## src/rtl/vmon_pkg.sv

```systemverilog
package vmon_pkg;

    // Sample period codes stored in the mode word
    localparam logic [2:0] PER_OFF  = 3'd0;
    localparam logic [2:0] PER_CONT = 3'd1;
    localparam logic [2:0] PER_S    = 3'd2;
    localparam logic [2:0] PER_M    = 3'd3;
    localparam logic [2:0] PER_L    = 3'd4;

    typedef enum logic [1:0] {
        RUN_OFF  = 2'd0,
        RUN_CONT = 2'd1,
        RUN_PER  = 2'd2
    } run_mode_e;

    typedef struct packed {
        logic [2:0] period;
        logic       rst_en;
        logic       irq_en;
        logic       wake_en;
    } vmon_cfg_t;

    function automatic run_mode_e decode_run(input logic [2:0] code);
        case (code)
            PER_CONT:           return RUN_CONT;
            PER_S, PER_M, PER_L: return RUN_PER;
            default:            return RUN_OFF;
        endcase
    endfunction

endpackage

```

## src/rtl/vmon_timer.sv

```systemverilog
module vmon_timer
    import vmon_pkg::*;
#(
    parameter int unsigned INT_S = 32,
    parameter int unsigned INT_M = 256,
    parameter int unsigned INT_L = 2048
) (
    input  logic       clk,
    input  logic       rst_n,
    input  logic [2:0] period,
    input  logic       restart,
    output logic       mon_en
);
    localparam int unsigned CNT_W = $clog2(INT_L);
    localparam logic [CNT_W-1:0] LIM_S = CNT_W'(INT_S - 1);
    localparam logic [CNT_W-1:0] LIM_M = CNT_W'(INT_M - 1);
    localparam logic [CNT_W-1:0] LIM_L = CNT_W'(INT_L - 1);

    logic [CNT_W-1:0] cnt_d, cnt_q;
    logic [CNT_W-1:0] limit;
    run_mode_e        run;

    always_comb begin
        run = decode_run(period);
        case (period)
            PER_S:   limit = LIM_S;
            PER_M:   limit = LIM_M;
            default: limit = LIM_L;
        endcase

        mon_en = (run == RUN_CONT) || ((run == RUN_PER) && (cnt_q == limit));

        if (restart || (run != RUN_PER) || (cnt_q == limit)) begin
            cnt_d = '0;
        end else begin
            cnt_d = cnt_q + 1'b1;
        end
    end

    always_ff @(posedge clk or negedge rst_n) begin
        if (!rst_n) begin
            cnt_q <= '0;
        end else begin
            cnt_q <= cnt_d;
        end
    end

    // Periodic enable lasts a single cycle unless the interval is restarted
    assert_single_pulse_R4: assert property (@(posedge clk) disable iff (!rst_n)
        ((run == RUN_PER) && mon_en && !restart) |=> !mon_en);

endmodule

```

## src/rtl/vmon_status.sv

```systemverilog
module vmon_status (
    input  logic clk,
    input  logic rst_n,
    input  logic sample,
    input  logic below,
    input  logic rd,
    input  logic rst_en,
    input  logic wake_en,
    output logic live,
    output logic sticky,
    output logic rst_req,
    output logic wake_req
);
    typedef struct packed {
        logic live;
        logic sticky;
        logic rst_req;
        logic wake_req;
    } stat_t;

    stat_t st_d, st_q;
    logic  det;
    logic  rise;

    always_comb begin
        det  = sample && below;
        rise = det && !st_q.live;

        st_d          = st_q;
        st_d.live     = sample ? below : st_q.live;
        st_d.sticky   = det || (st_q.sticky && !rd);
        st_d.rst_req  = rise && rst_en;
        st_d.wake_req = rise && wake_en;
    end

    always_ff @(posedge clk or negedge rst_n) begin
        if (!rst_n) begin
            st_q <= '0;
        end else begin
            st_q <= st_d;
        end
    end

    assign live     = st_q.live;
    assign sticky   = st_q.sticky;
    assign rst_req  = st_q.rst_req;
    assign wake_req = st_q.wake_req;

    assert_live_hold_R6: assert property (@(posedge clk) disable iff (!rst_n)
        !sample |=> $stable(live));

    assert_sticky_keep_R7: assert property (@(posedge clk) disable iff (!rst_n)
        (sticky && !rd) |=> sticky);

    assert_rst_one_cycle_R9: assert property (@(posedge clk) disable iff (!rst_n)
        rst_req |=> !rst_req);

    assert_wake_live_R10: assert property (@(posedge clk) disable iff (!rst_n)
        wake_req |-> (live && sticky));

endmodule

```

## src/rtl/vmon_duty_ctrl.sv

```systemverilog
module vmon_duty_ctrl
    import vmon_pkg::*;
#(
    parameter int unsigned INT_S = 32,
    parameter int unsigned INT_M = 256,
    parameter int unsigned INT_L = 2048
) (
    input  logic       clk_slow,
    input  logic       rst_n,
    input  logic       mode_wr,
    input  logic [2:0] mode_period,
    input  logic       mode_rst_en,
    input  logic       mode_irq_en,
    input  logic       wake_wr,
    input  logic       wake_en,
    input  logic       stat_rd,
    input  logic       cmp_below,
    output logic       mon_en,
    output logic       stat_live,
    output logic       stat_sticky,
    output logic       irq,
    output logic       core_rst_req,
    output logic       core_wake_req
);
    vmon_cfg_t cfg_d, cfg_q;

    always_comb begin
        cfg_d = cfg_q;
        if (mode_wr) begin
            cfg_d.period = mode_period;
            cfg_d.rst_en = mode_rst_en;
            cfg_d.irq_en = mode_irq_en;
        end
        if (wake_wr) begin
            cfg_d.wake_en = wake_en;
        end
    end

    always_ff @(posedge clk_slow or negedge rst_n) begin
        if (!rst_n) begin
            cfg_q <= '0;
        end else begin
            cfg_q <= cfg_d;
        end
    end

    vmon_timer #(
        .INT_S (INT_S),
        .INT_M (INT_M),
        .INT_L (INT_L)
    ) u_timer (
        .clk     (clk_slow),
        .rst_n   (rst_n),
        .period  (cfg_q.period),
        .restart (mode_wr),
        .mon_en  (mon_en)
    );

    vmon_status u_status (
        .clk      (clk_slow),
        .rst_n    (rst_n),
        .sample   (mon_en),
        .below    (cmp_below),
        .rd       (stat_rd),
        .rst_en   (cfg_q.rst_en),
        .wake_en  (cfg_q.wake_en),
        .live     (stat_live),
        .sticky   (stat_sticky),
        .rst_req  (core_rst_req),
        .wake_req (core_wake_req)
    );

    assign irq = stat_sticky && cfg_q.irq_en;

    assert_off_quiet_R2: assert property (@(posedge clk_slow) disable iff (!rst_n)
        (decode_run(cfg_q.period) == RUN_OFF) |-> !mon_en);

    assert_cont_on_R3: assert property (@(posedge clk_slow) disable iff (!rst_n)
        (cfg_q.period == PER_CONT) |-> mon_en);

    assert_no_req_unsampled_R5: assert property (@(posedge clk_slow) disable iff (!rst_n)
        !mon_en |=> (!core_rst_req && !core_wake_req));

endmodule

```

## config.mk

```make
export PLATFORM = sky130hd
export DESIGN_NAME = vmon_duty_ctrl
export DESIGN_NICKNAME = d
export VERILOG_FILES = /design/src/rtl/vmon_pkg.sv /design/src/rtl/vmon_timer.sv /design/src/rtl/vmon_status.sv /design/src/rtl/vmon_duty_ctrl.sv
export SDC_FILE = /design/constraint.sdc
export NUM_CORES = 1
export LEC_CHECK = 0
export ABC_AREA = 1
export BUFFER_PORTS_ARGS = -buffer_cell sky130_fd_sc_hd__buf_2
export CELL_PAD_IN_SITES_DETAIL_PLACEMENT = 1
export CELL_PAD_IN_SITES_GLOBAL_PLACEMENT = 2
export CORE_MARGIN = 2
export CORE_UTILIZATION = 32
export CTS_CLUSTER_SIZE = 12
export DETAILED_ROUTE_END_ITERATION = 6
export PLACE_DENSITY_LB_ADDON = 0.1
export SLEW_MARGIN = 30
export SYNTH_ARGS = -nofsm -noshare
export SYNTH_HDL_FRONTEND = slang
export SYNTH_SLANG_ARGS = --single-unit
```

## constraint.sdc

```tcl
create_clock -name clk_slow -period 1.5 [get_ports clk_slow]
set_input_delay 0.15 -clock clk_slow [delete_from_list [all_inputs] [get_ports clk_slow]]
set_output_delay 0.15 -clock clk_slow [all_outputs]
set_load 0.01 [all_outputs]
```

==> flow_metrics.env, run 1 <==
export IMPL_drt_iter0_markers=16
export IMPL_synthTopCellsByCount="nand2_1, dfrtp_1, inv_1, nor2_2, nor2_1"
export IMPL_hpwl_mm=1.623
export IMPL_synth_top_area_share_pct=50.30
export IMPL_post_drt_wl_per_cell_um=11.77
export IMPL_p_sw_share_pct=27.27
export IMPL_setup_worst_path_end_class="flip-flop"
export IMPL_root_buffer="clkbuf_4"
export IMPL_grt_overflow_total=0
export IMPL_nets=166
export IMPL_syn_area_sq_um=1045
export IMPL_viasPerCell=4.372
export IMPL_dieArea_sq_um=3738
export IMPL_synth_most_common_cell="nand2_1"
export IMPL_power_frac_comb_pct=17.2
export IMPL_die_x_um=61.14
export IMPL_antenna_found_initial=0
export IMPL_synthCells=119
export IMPL_grt_usage_pct=13.47
export IMPL_ant_nets=0
export IMPL_diodes=0
export IMPL_clk_path_buf_depth=2
export IMPL_syn_avg_cell_area_sq_um=8.779
export IMPL_power_share_clock_pct=25.7
export IMPL_worstReg2RegEnd="u_timer.cnt_q[5]$_DFF_PN0_"
export IMPL_initial_core_util_pct=33.94
export IMPL_r2r_cells=11
export IMPL_cts_sinks=21
export IMPL_chipHeight_um=61.14
export IMPL_gp_congestion=0.7501
export IMPL_wl_mm=2.306
export IMPL_fin_setup_tns_ps=-1312
export IMPL_cp_data_arrival_time_ps=1890
export IMPL_status="complete, but fails checks"
export IMPL_async_flop_share_pct=100.0
export IMPL_hold_path_class="in2reg"
export IMPL_core_rowCount=20
export IMPL_violations="setup timing"
export IMPL_power_leakage_nw=0.7001
export IMPL_ys_seq_area_share_pct=50.30
export IMPL_ys_top_cells_by_area="dfrtp_1, nand2_1, nor2_2"
export IMPL_p_int_uw=781.5
export IMPL_critPathMaxFanout=4
export IMPL_syn_to_final_growth_pct=33.41
export IMPL_htree_levels=1
export IMPL_clock_skew_final_ps=2.562
export IMPL_slew_violations=0
export IMPL_worstSetupStartpointType="flip-flop"
export IMPL_vias=857
export IMPL_regArea_sq_um=526.8
export IMPL_drive_above_1_share_pct=43.42
export IMPL_pwr_share_seq_pct=57.1
export IMPL_drc=0
export IMPL_cp_required_ps=1730
export IMPL_startpoint="u_timer.cnt_q[0]$_DFF_PN0_"
export IMPL_setup_violations=12
export IMPL_p_switching_uw=293.0
export IMPL_post_route_period_util_pct=110.4
export IMPL_power_density_nw_per_um2=770.9
export IMPL_cts_buffers=3
export IMPL_io_pins=18
export IMPL_worstSetupPathType="reg2reg"
export IMPL_tightest_slew_ps=487.2
export IMPL_rrSetupSlack_ps=-160
export IMPL_synth_nets=132
export IMPL_core_sq_um=3078
export IMPL_grt_pass1_wl_mm=3.657
export IMPL_yosys_warnings=0
export IMPL_first_pass_iters=4
export IMPL_synth_distinct_cells=21
export IMPL_max_slew_margin_pct=67.52
export IMPL_fin_crit_ps=1657
export IMPL_rsz0062_at_grt="true"
export IMPL_hold_start="wake_wr"
export IMPL_hold_viol_final=0
export IMPL_synth_ff_type="dfrtp_1"
export IMPL_cts_tree="done"
export IMPL_grt_max_degree=22
export IMPL_utilization_pct=45.28
export IMPL_crit_end="u_timer.cnt_q[5]$_DFF_PN0_"
export IMPL_synth_largest_area_cell="dfrtp_1"
export IMPL_filler_cell_count=361
export IMPL_multi_input_area_sq_um=475.5
export IMPL_ir_worst_vdd_v=0.0003202
export IMPL_yosys_register_bits=21
export IMPL_clk_latency_ps=300
export IMPL_rr_startpoint="u_timer.cnt_q[0]$_DFF_PN0_"
export IMPL_io_buffer_count=17
export IMPL_cap_violations=0
export IMPL_synth_edf_count=0
export IMPL_timing_final_ws_setup_ps=-156.6
export IMPL_grt_pass1_vias=851
export IMPL_cts_clk_slew_worst_paths_ps=120
export IMPL_fmax_mhz=603.7
per-layer routing:
layer	part of all wire, %	GRT usage [%]	up-vias
met2	52	22.49	17
li1	-	-	430
met1	43	16.80	406
met5	0	0	-
met3	3.7	2.941	4
met4	1.2	5.590	0
sequential cells by signal, indices dropped and copies added, names as in the netlist:
signal and cells:
u_status.sticky 1, u_status.live 1, u_status.wake_req 1, u_timer.cnt_q 11
u_status.rst_req 1, cfg_q 6
worst min-delay path by stage:
stage / to / slack [ps] / depth (start not counted)
after floorplan: cfg_q[0]$_DFFE_PN0P_ / -150 / 0
after global placement: u_timer.cnt_q[9]$_DFF_PN0_ / 140 / 1
after detailed placement: u_timer.cnt_q[10]$_DFF_PN0_ / 140 / 1
after CTS: cfg_q[0]$_DFFE_PN0P_ / 40 / 2
after global routing: cfg_q[0]$_DFFE_PN0P_ / 30 / 2
final: cfg_q[0]$_DFFE_PN0P_ / 40 / 2
critical path: stages, from the launching register on:
cell       delay [ps]
dfrtp_1           430
ha_2              210
nand2_1            70
inv_2              50
nand2_4            60
nor2_4             30
buf_4             130
buf_6             110
nand3_2            80
nand3b_4          140
clkbuf_16         190
nor3_2             90
what timing repair did:
action                                 CTS  global route
endpoints found under the hold margin   22             0
gates cloned                             0             1
hold buffers                             2             0
gates resized for setup                  2            13
setup endpoints to repair                1            16
buffers inserted                         5             5
pin swaps                                5             5
cells by family after synthesis:
group / synth area share, %
adder cells (fa/ha/maj): 1.197
buffers and inverters: 8.622
XOR/XNOR: 3.353
AO/OA/AOI/OAI: 3.353
flip-flops: 50.30
multiplexers: 1.078
AND/OR/NAND/NOR: 32.10
power groups by stage:
| stage | combinational (mW) | sequential (mW) | clock [mW] |
|---|---|---|---|
| 2_1_floorplan | 0.0767 | 0.627 | 0 |
| 3_3_place_gp | 0.146 | 0.621 | 0 |
| 3_5_place_dp | 0.151 | 0.623 | 0 |
| 4_1_cts | 0.162 | 0.612 | 0.296 |
| 5_1_grt | 0.206 | 0.618 | 0.317 |
| 6_report | 0.185 | 0.613 | 0.276 |
through the flow:
step	instances	hold WS [ps]	area [sq um]	worst slack [ps]	power (mW)
finish	196	43.24	1394	-156.6	1.075
CTS	191	36.58	1290	-125.4	1.069
global placement	180	138.3	1197	138.9	0.7679
floorplan	119	-145.6	1045	177.8	0.7036
global route	196	27.76	1394	-244.4	1.141
detailed placement	180	144.9	1197	94.44	0.7735
placed cells by master (no fill, tap or decap), drive strengths merged:
| cell | count |
|---|---|
| dfrtp | 21 |
| nand2 | 30 |
| inv | 20 |
| mux2 | 1 |
| dlygate4sd3 | 2 |
| o21ai | 7 |
| clkbuf | 5 |
| xor2 | 4 |
| nor2 | 20 |
| buf | 28 |
| nor3 | 4 |
| nand4 | 1 |
| nand3 | 7 |
| nand3b | 1 |
| ha | 1 |
layout make-up:
type,instances,area share [%]
flip-flops and latches,21,37.79
multi-input cells,76,34.11
repair buffers,31,16.88
inverters,20,5.386
well taps,44,3.950
clock buffers,4,1.885
Power figures use the tool's default switching activity.
==> run 2: changes to the inputs <==
--- a/config.mk
+++ b/config.mk
@@ -5,12 +5,11 @@
 export SDC_FILE = /design/constraint.sdc
 export NUM_CORES = 1
 export LEC_CHECK = 0
-export ABC_AREA = 1
 export BUFFER_PORTS_ARGS = -buffer_cell sky130_fd_sc_hd__buf_2
 export CELL_PAD_IN_SITES_DETAIL_PLACEMENT = 1
 export CELL_PAD_IN_SITES_GLOBAL_PLACEMENT = 2
 export CORE_MARGIN = 2
-export CORE_UTILIZATION = 32
+export CORE_UTILIZATION = 34
 export CTS_CLUSTER_SIZE = 12
 export DETAILED_ROUTE_END_ITERATION = 6
 export PLACE_DENSITY_LB_ADDON = 0.1
==> flow_metrics.env, run 2 <==
export IMPL_cp_required_ps=1350
export IMPL_drc=0
export IMPL_grt_pass1_wl_mm=3.739
export IMPL_die_x_um=56.99
export IMPL_diodes=0
export IMPL_syn_area_sq_um=954.7
export IMPL_grt_overflow_total=0
export IMPL_final_common_cell="dfrtp_1"
export IMPL_io_buffer_count=17
export IMPL_hold_viol_final=0
export IMPL_yosys_warnings=0
export IMPL_ys_top_cells_by_area="dfrtp_1, mux2_2, nor2_1"
export IMPL_power_leakage_nw=0.6127
export IMPL_dp_cells=147
export IMPL_violations="setup timing"
export IMPL_cts_tree="done"
export IMPL_crit_slowest_cell="dfrtp_1"
export IMPL_rsz0062_at_grt="true"
export IMPL_max_slew_margin_pct=67.68
export IMPL_slew_violations=0
export IMPL_ys_seq_area_share_pct=55.05
export IMPL_crit_chain="nor3b_2 > mux2i_2 > nor4b_4 > or2_4 > buf_6"
export IMPL_p_int_uw=790.7
export IMPL_grt_max_degree=22
export IMPL_vias=775
export IMPL_slowest_delay_ps=430
export IMPL_final_cell_mix="dfrtp_1, buf_4, buf_2"
export IMPL_tightest_slew_ps=484.8
export IMPL_setup_worst_path_end_class="primary output"
export IMPL_top_regs="u_timer.cnt_q: 11 flops, cfg_q: 6 flops"
export IMPL_pwr_share_seq_pct=57.2
export IMPL_synthTopCellsByCount="dfrtp_1, nor2_1, mux2_2, xor2_1"
export IMPL_core_rowCount=19
export IMPL_gp_congestion=0.7012
export IMPL_antenna_found_initial=0
export IMPL_htree_levels=1
export IMPL_worstSetupStartpointType="flip-flop"
export IMPL_synth_top_area_share_pct=55.05
export IMPL_hold_path_class="in2reg"
export IMPL_hpwl_mm=1.537
export IMPL_rr_startpoint="cfg_q[5]$_DFFE_PN0P_"
export IMPL_post_drt_wl_per_cell_um=13.87
export IMPL_initial_core_util_pct=35.23
export IMPL_crit_cells=5
export IMPL_synthCells=86
export IMPL_clk_latency_ps=320
export IMPL_synth_nets=99
export IMPL_cts_clk_slew_worst_paths_ps=110
export IMPL_p_sw_share_pct=27.31
export IMPL_wl_met2_mm=1.091
export IMPL_ir_worst_vdd_v=0.0005430
export IMPL_cp_data_arrival_time_ps=1740
export IMPL_async_flop_share_pct=100.0
export IMPL_timing_final_ws_setup_ps=-389.9
export IMPL_synth_edf_count=0
export IMPL_io_pins=18
export IMPL_yosys_register_bits=21
export IMPL_setup_violations=14
export IMPL_p_switching_uw=297.1
export IMPL_viasPerCell=4.968
export IMPL_post_route_period_util_pct=126.0
export IMPL_synth_distinct_cells=25
export IMPL_synth_ff_type="dfrtp_1"
export IMPL_fmax_mhz=529.1
export IMPL_synth_most_common_cell="dfrtp_1"
export IMPL_synth_largest_area_cell="dfrtp_1"
export IMPL_syn_to_final_growth_pct=36.57
export IMPL_met1_length_um=926
export IMPL_drt_iter0_markers=22
export IMPL_cts_buffers=3
export IMPL_power_density_nw_per_um2=834.4
export IMPL_clock_skew_final_ps=7.261
export IMPL_core_sq_um=2710
export IMPL_hold_worst_slack_ps=5.739
export IMPL_critPathBufInv=1
export IMPL_ant_nets=0
export IMPL_clk_path_buf_depth=2
export IMPL_cap_violations=0
export IMPL_hold_start="stat_rd"
export IMPL_grt_pass1_vias=856
export IMPL_fin_crit_ps=1890
export IMPL_fin_cells=156
export IMPL_power_frac_comb_pct=16.7
export IMPL_first_pass_iters=2
export IMPL_dieArea_sq_um=3248
export IMPL_top_register="u_timer.cnt_q"
export IMPL_chipHeight_um=56.99
export IMPL_met3_length_um=101
export IMPL_largest_reg_flops=11
export IMPL_worstReg2RegEnd="u_status.sticky$_DFF_PN0_"
export IMPL_r2r_cells=7
export IMPL_worst_path_dominant_cell_family="simple AND/OR/NAND/NOR gates"
export IMPL_top_layer="met4"
export IMPL_nets=139
export IMPL_wl_mm=2.164
export IMPL_whs_path_depth=2
export IMPL_hold_end="u_status.sticky$_DFF_PN0_"
export IMPL_root_buffer="clkbuf_4"
export IMPL_syn_avg_cell_area_sq_um=11.10
export IMPL_status="complete, but fails checks"
export IMPL_rrSetupSlack_ps=-260
export IMPL_drive_above_1_share_pct=47.20
export IMPL_worstSetupPathType="reg2out"
export IMPL_power_share_clock_pct=26.0
export IMPL_critPathMaxFanout=3
export IMPL_grt_usage_pct=15.15
export IMPL_cts_sinks=21
==> run 2: cell type report <==
| type | instances | area [sq um] |
|---|---|---|
| Fill cell | 316 | 1406 |
| Clock buffer | 3 | 22.52 |
| Multi-Input combinational cell | 60 | 460.4 |
| Timing Repair Buffer | 36 | 236.5 |
| Tap cell | 31 | 38.79 |
| Clock inverter | 1 | 5.005 |
| Inverter | 4 | 15.01 |
| Sequential cell | 21 | 525.5 |
==> run 2: logic make-up (layout without fill, tap and decap cells) <==
family                   after synthesis  in the layout  synth area share (%)
AO/OA/AOI/OAI                          5              6                 3.407
AND/OR/NAND/NOR                       36             36                 20.31
XOR/XNOR                               9              9                 8.256
multiplexers                           8              8                 9.174
buffers and inverters                  6             44                 2.489
adder cells (fa/ha/maj)                1              1                 1.310
flip-flops                            21             21                 55.05
==> run 2: worst max-delay path by stage <==
stage | from | end | slack (ps)
global route | cfg_q[5]$_DFFE_PN0P_ | mon_en | -520
floorplan | cfg_q[5]$_DFFE_PN0P_ | u_timer.cnt_q[10]$_DFF_PN0_ | 0.3
detailed placement | cfg_q[5]$_DFFE_PN0P_ | u_timer.cnt_q[7]$_DFF_PN0_ | -180
finish | cfg_q[5]$_DFFE_PN0P_ | mon_en | -390
CTS | u_timer.cnt_q[0]$_DFF_PN0_ | mon_en | -400
global placement | cfg_q[5]$_DFFE_PN0P_ | u_timer.cnt_q[0]$_DFF_PN0_ | -70
==> run 2: per-stage QoR <==
| stage | setup TNS (ps) | total power [mW] | cell area (sq um) | worst slack (ps) | utilization, % |
|---|---|---|---|---|---|
| floorplan | 0 | 0.7053 | 954.7 | 0.2791 | - |
| global placement | -632.2 | 0.7813 | 1182 | -69.38 | 43.63 |
| detailed placement | -1667 | 0.7861 | 1182 | -178.1 | 43.63 |
| CTS | -1753 | 1.084 | 1259 | -405.0 | 46.45 |
| global route | -4170 | 1.160 | 1304 | -520.9 | 48.11 |
| finish | -2293 | 1.088 | 1304 | -389.9 | 48.11 |
==> run 2: worst register-to-register path, delay by kind of cell, from the launching register on <==
| kind | cells | cell delay (ps) |
|---|---|---|
| DFF | 1 | 430 |
| and+or+nand+nor | 2 | 320 |
| muxes | 1 | 320 |
| AOI/OAI and AO/OA | 2 | 320 |
| buffers and inverters | 2 | 260 |
==> run 2: timing repair <==
action                                 in CTS  in global routing
resized for setup                           4                  8
endpoints found under the hold margin      21                  0
pin swaps                                   9                  1
hold buffers                                1                  0
cloned                                      1                  0
setup buffers                               2                  1
setup endpoints to repair                  13                 14
==> run 2: power groups by stage <==
stage	Clock, mW	Sequential (mW)	Combinational (mW)
2_1_floorplan	0	0.636	0.0696
3_3_place_gp	0	0.631	0.150
3_5_place_dp	0	0.633	0.153
4_1_cts	0.292	0.621	0.171
5_1_grt	0.328	0.629	0.203
6_report	0.283	0.622	0.182
==> run 2: routing by layer <==
layer / GRT usage (%) / up-vias
li1: - / 367
met1: 16.06 / 386
met2: 28.57 / 17
met3: 2.948 / 5
met4: 6.977 / 0
met5: 0 / -
==> run 3: changes to the inputs <==
--- a/config.mk
+++ b/config.mk
@@ -13,6 +13,7 @@
 export CTS_CLUSTER_SIZE = 12
 export DETAILED_ROUTE_END_ITERATION = 6
 export PLACE_DENSITY_LB_ADDON = 0.1
+export SETUP_SLACK_MARGIN = 0.05
 export SLEW_MARGIN = 30
 export SYNTH_ARGS = -nofsm -noshare
 export SYNTH_HDL_FRONTEND = slang
==> flow_metrics.env, run 3 (same netlist as run 2, synthesis figures left out) <==
export IMPL_grt_usage_pct=13.86
export IMPL_syn_to_final_growth_pct=36.17
export IMPL_io_buffer_count=17
export IMPL_cts_clk_slew_worst_paths_ps=120
export IMPL_grt_pass1_vias=787
export IMPL_first_pass_iters=3
export IMPL_core_sq_um=2710
export IMPL_setup_worst_path_end_class="primary output"
export IMPL_ir_worst_vdd_v=0.0004705
export IMPL_fin_area_sq_um=1300
export IMPL_power_mw=1.081
export IMPL_nets=136
export IMPL_fin_setup_tns_ps=-2593
export IMPL_antenna_found_initial=0
export IMPL_grt_pass1_wl_mm=3.401
export IMPL_worstSetupPathType="reg2out"
export IMPL_ant_nets=0
export IMPL_rsz0062_at_grt="true"
export IMPL_top_register="u_timer.cnt_q"
export IMPL_final_common_cell="dfrtp_1"
export IMPL_power_leakage_nw=0.5966
export IMPL_setup_violations=14
export IMPL_viasPerCell=4.895
export IMPL_fin_crit_ps=1884
export IMPL_cap_violations=0
export IMPL_cp_required_ps=1350
export IMPL_filler_cell_count=300
export IMPL_slew_violations=0
export IMPL_post_drt_wl_per_cell_um=13.14
export IMPL_utilization_pct=47.97
export IMPL_dp_slack_ps=-107.4
export IMPL_hpwl_mm=1.466
export IMPL_diodes=0
export IMPL_root_buffer="clkbuf_4"
export IMPL_cp_data_arrival_time_ps=1730
export IMPL_critPathMaxFanout=3
export IMPL_htree_levels=1
export IMPL_final_cell_mix="dfrtp_1, buf_2, buf_4"
export IMPL_cts_sinks=21
export IMPL_power_density_nw_per_um2=831.3
export IMPL_grt_max_degree=22
export IMPL_grt_overflow_total=0
export IMPL_hold_viol_final=0
export IMPL_hold_path_class="in2reg"
export IMPL_chipHeight_um=56.99
export IMPL_dieArea_sq_um=3248
export IMPL_clock_skew_final_ps=1.067
export IMPL_clk_latency_ps=310
export IMPL_core_rowCount=19
export IMPL_drc=0
export IMPL_tightest_slew_ps=472.2
export IMPL_max_slew_margin_pct=68.52
export IMPL_cts_buffers=3
export IMPL_drive_above_1_share_pct=47.54
export IMPL_drt_iter0_markers=10
export IMPL_largest_reg_flops=11
export IMPL_status="complete, but fails checks"
export IMPL_worstSetupStartpointType="flip-flop"
export IMPL_top_regs="u_timer.cnt_q: 11 flops, cfg_q: 6 flops"
export IMPL_gp_congestion=0.6982
export IMPL_io_pins=18
export IMPL_timing_final_ws_setup_ps=-383.9
export IMPL_vias=749
export IMPL_wl_mm=2.011
export IMPL_place_area_sq_um=1170
export IMPL_violations="setup timing"
export IMPL_clk_path_buf_depth=2
export IMPL_die_x_um=56.99
export IMPL_post_route_period_util_pct=125.6
export IMPL_cts_tree="done"
export IMPL_initial_core_util_pct=35.23
export IMPL_fmax_mhz=530.8
run 3: report_power, final:
| group | internal [mW] | switching (mW) | total [mW] |
|---|---|---|---|
| sequential | 0.597 | 0.0250 | 0.622 |
| clock | 0.0997 | 0.183 | 0.283 |
| combinational | 0.0934 | 0.0822 | 0.176 |
| total | 0.790 | 0.290 | 1.08 |
run 3: stage by stage:
stage                     std cells  hold slack [ps]
final                           153            61.96
after global routing            153            48.52
after CTS                       151            54.77
after detailed placement        144            138.2
after global placement          144            135.0
after floorplan                  86           -145.6
run 3: path summary, 6_finish.rpt:
kind / start / end / slack [ps] / cells past startpoint
min in group asynchronous: rst_n / u_status.sticky$_DFF_PN0_ / 320 / 2
hold reg to reg: u_status.live$_DFFE_PN0P_ / u_status.wake_req$_DFF_PN0_ / 510 / 1
setup reg to reg: cfg_q[5]$_DFFE_PN0P_ / u_timer.cnt_q[9]$_DFF_PN0_ / -220 / 6
setup / recovery: cfg_q[3]$_DFFE_PN0P_ / mon_en / -380 / 5
hold / removal: mode_irq_en / cfg_q[1]$_DFFE_PN0P_ / 60 / 2
max in group asynchronous: rst_n / u_timer.cnt_q[5]$_DFF_PN0_ / 860 / 2
run 3: critical path, stage by stage, from the launching register on:
cell	delay, ps
dfrtp_1	430
nor3b_2	240
mux2i_2	310
nor4b_4	80
or2_4	240
buf_6	120
run 3: layout make-up:
class	instances	area, sq um	share of cell area, %
Clock buffer	3	22.52	1.732
Clock inverter	1	5.005	0.3850
Inverter	4	15.01	1.155
Multi-Input combinational cell	59	469.2	36.09
Sequential cell	21	525.5	40.42
Tap cell	31	38.79	2.984
Timing Repair Buffer	34	224.0	17.23
run 3: routing by layer:
| metal | global-route usage [%] | share of wire, % | wire length, um | vias up |
|---|---|---|---|---|
| li1 | - | - | - | 358 |
| met1 | 15.91 | 44 | 887 | 370 |
| met2 | 23.81 | 49 | 992 | 17 |
| met3 | 3.628 | 5.1 | 102 | 4 |
| met4 | 6.977 | 1.4 | 29 | 0 |
| met5 | 0 | 0 | 0 | - |
run 3: repair_timing:
item,CTS,global route
cloned,0,0
gates resized for setup,3,10
setup buffers,1,2
hold buffers,2,0
endpoints found under the setup margin,14,14
endpoints found under the hold margin,22,0
pin swaps,2,2
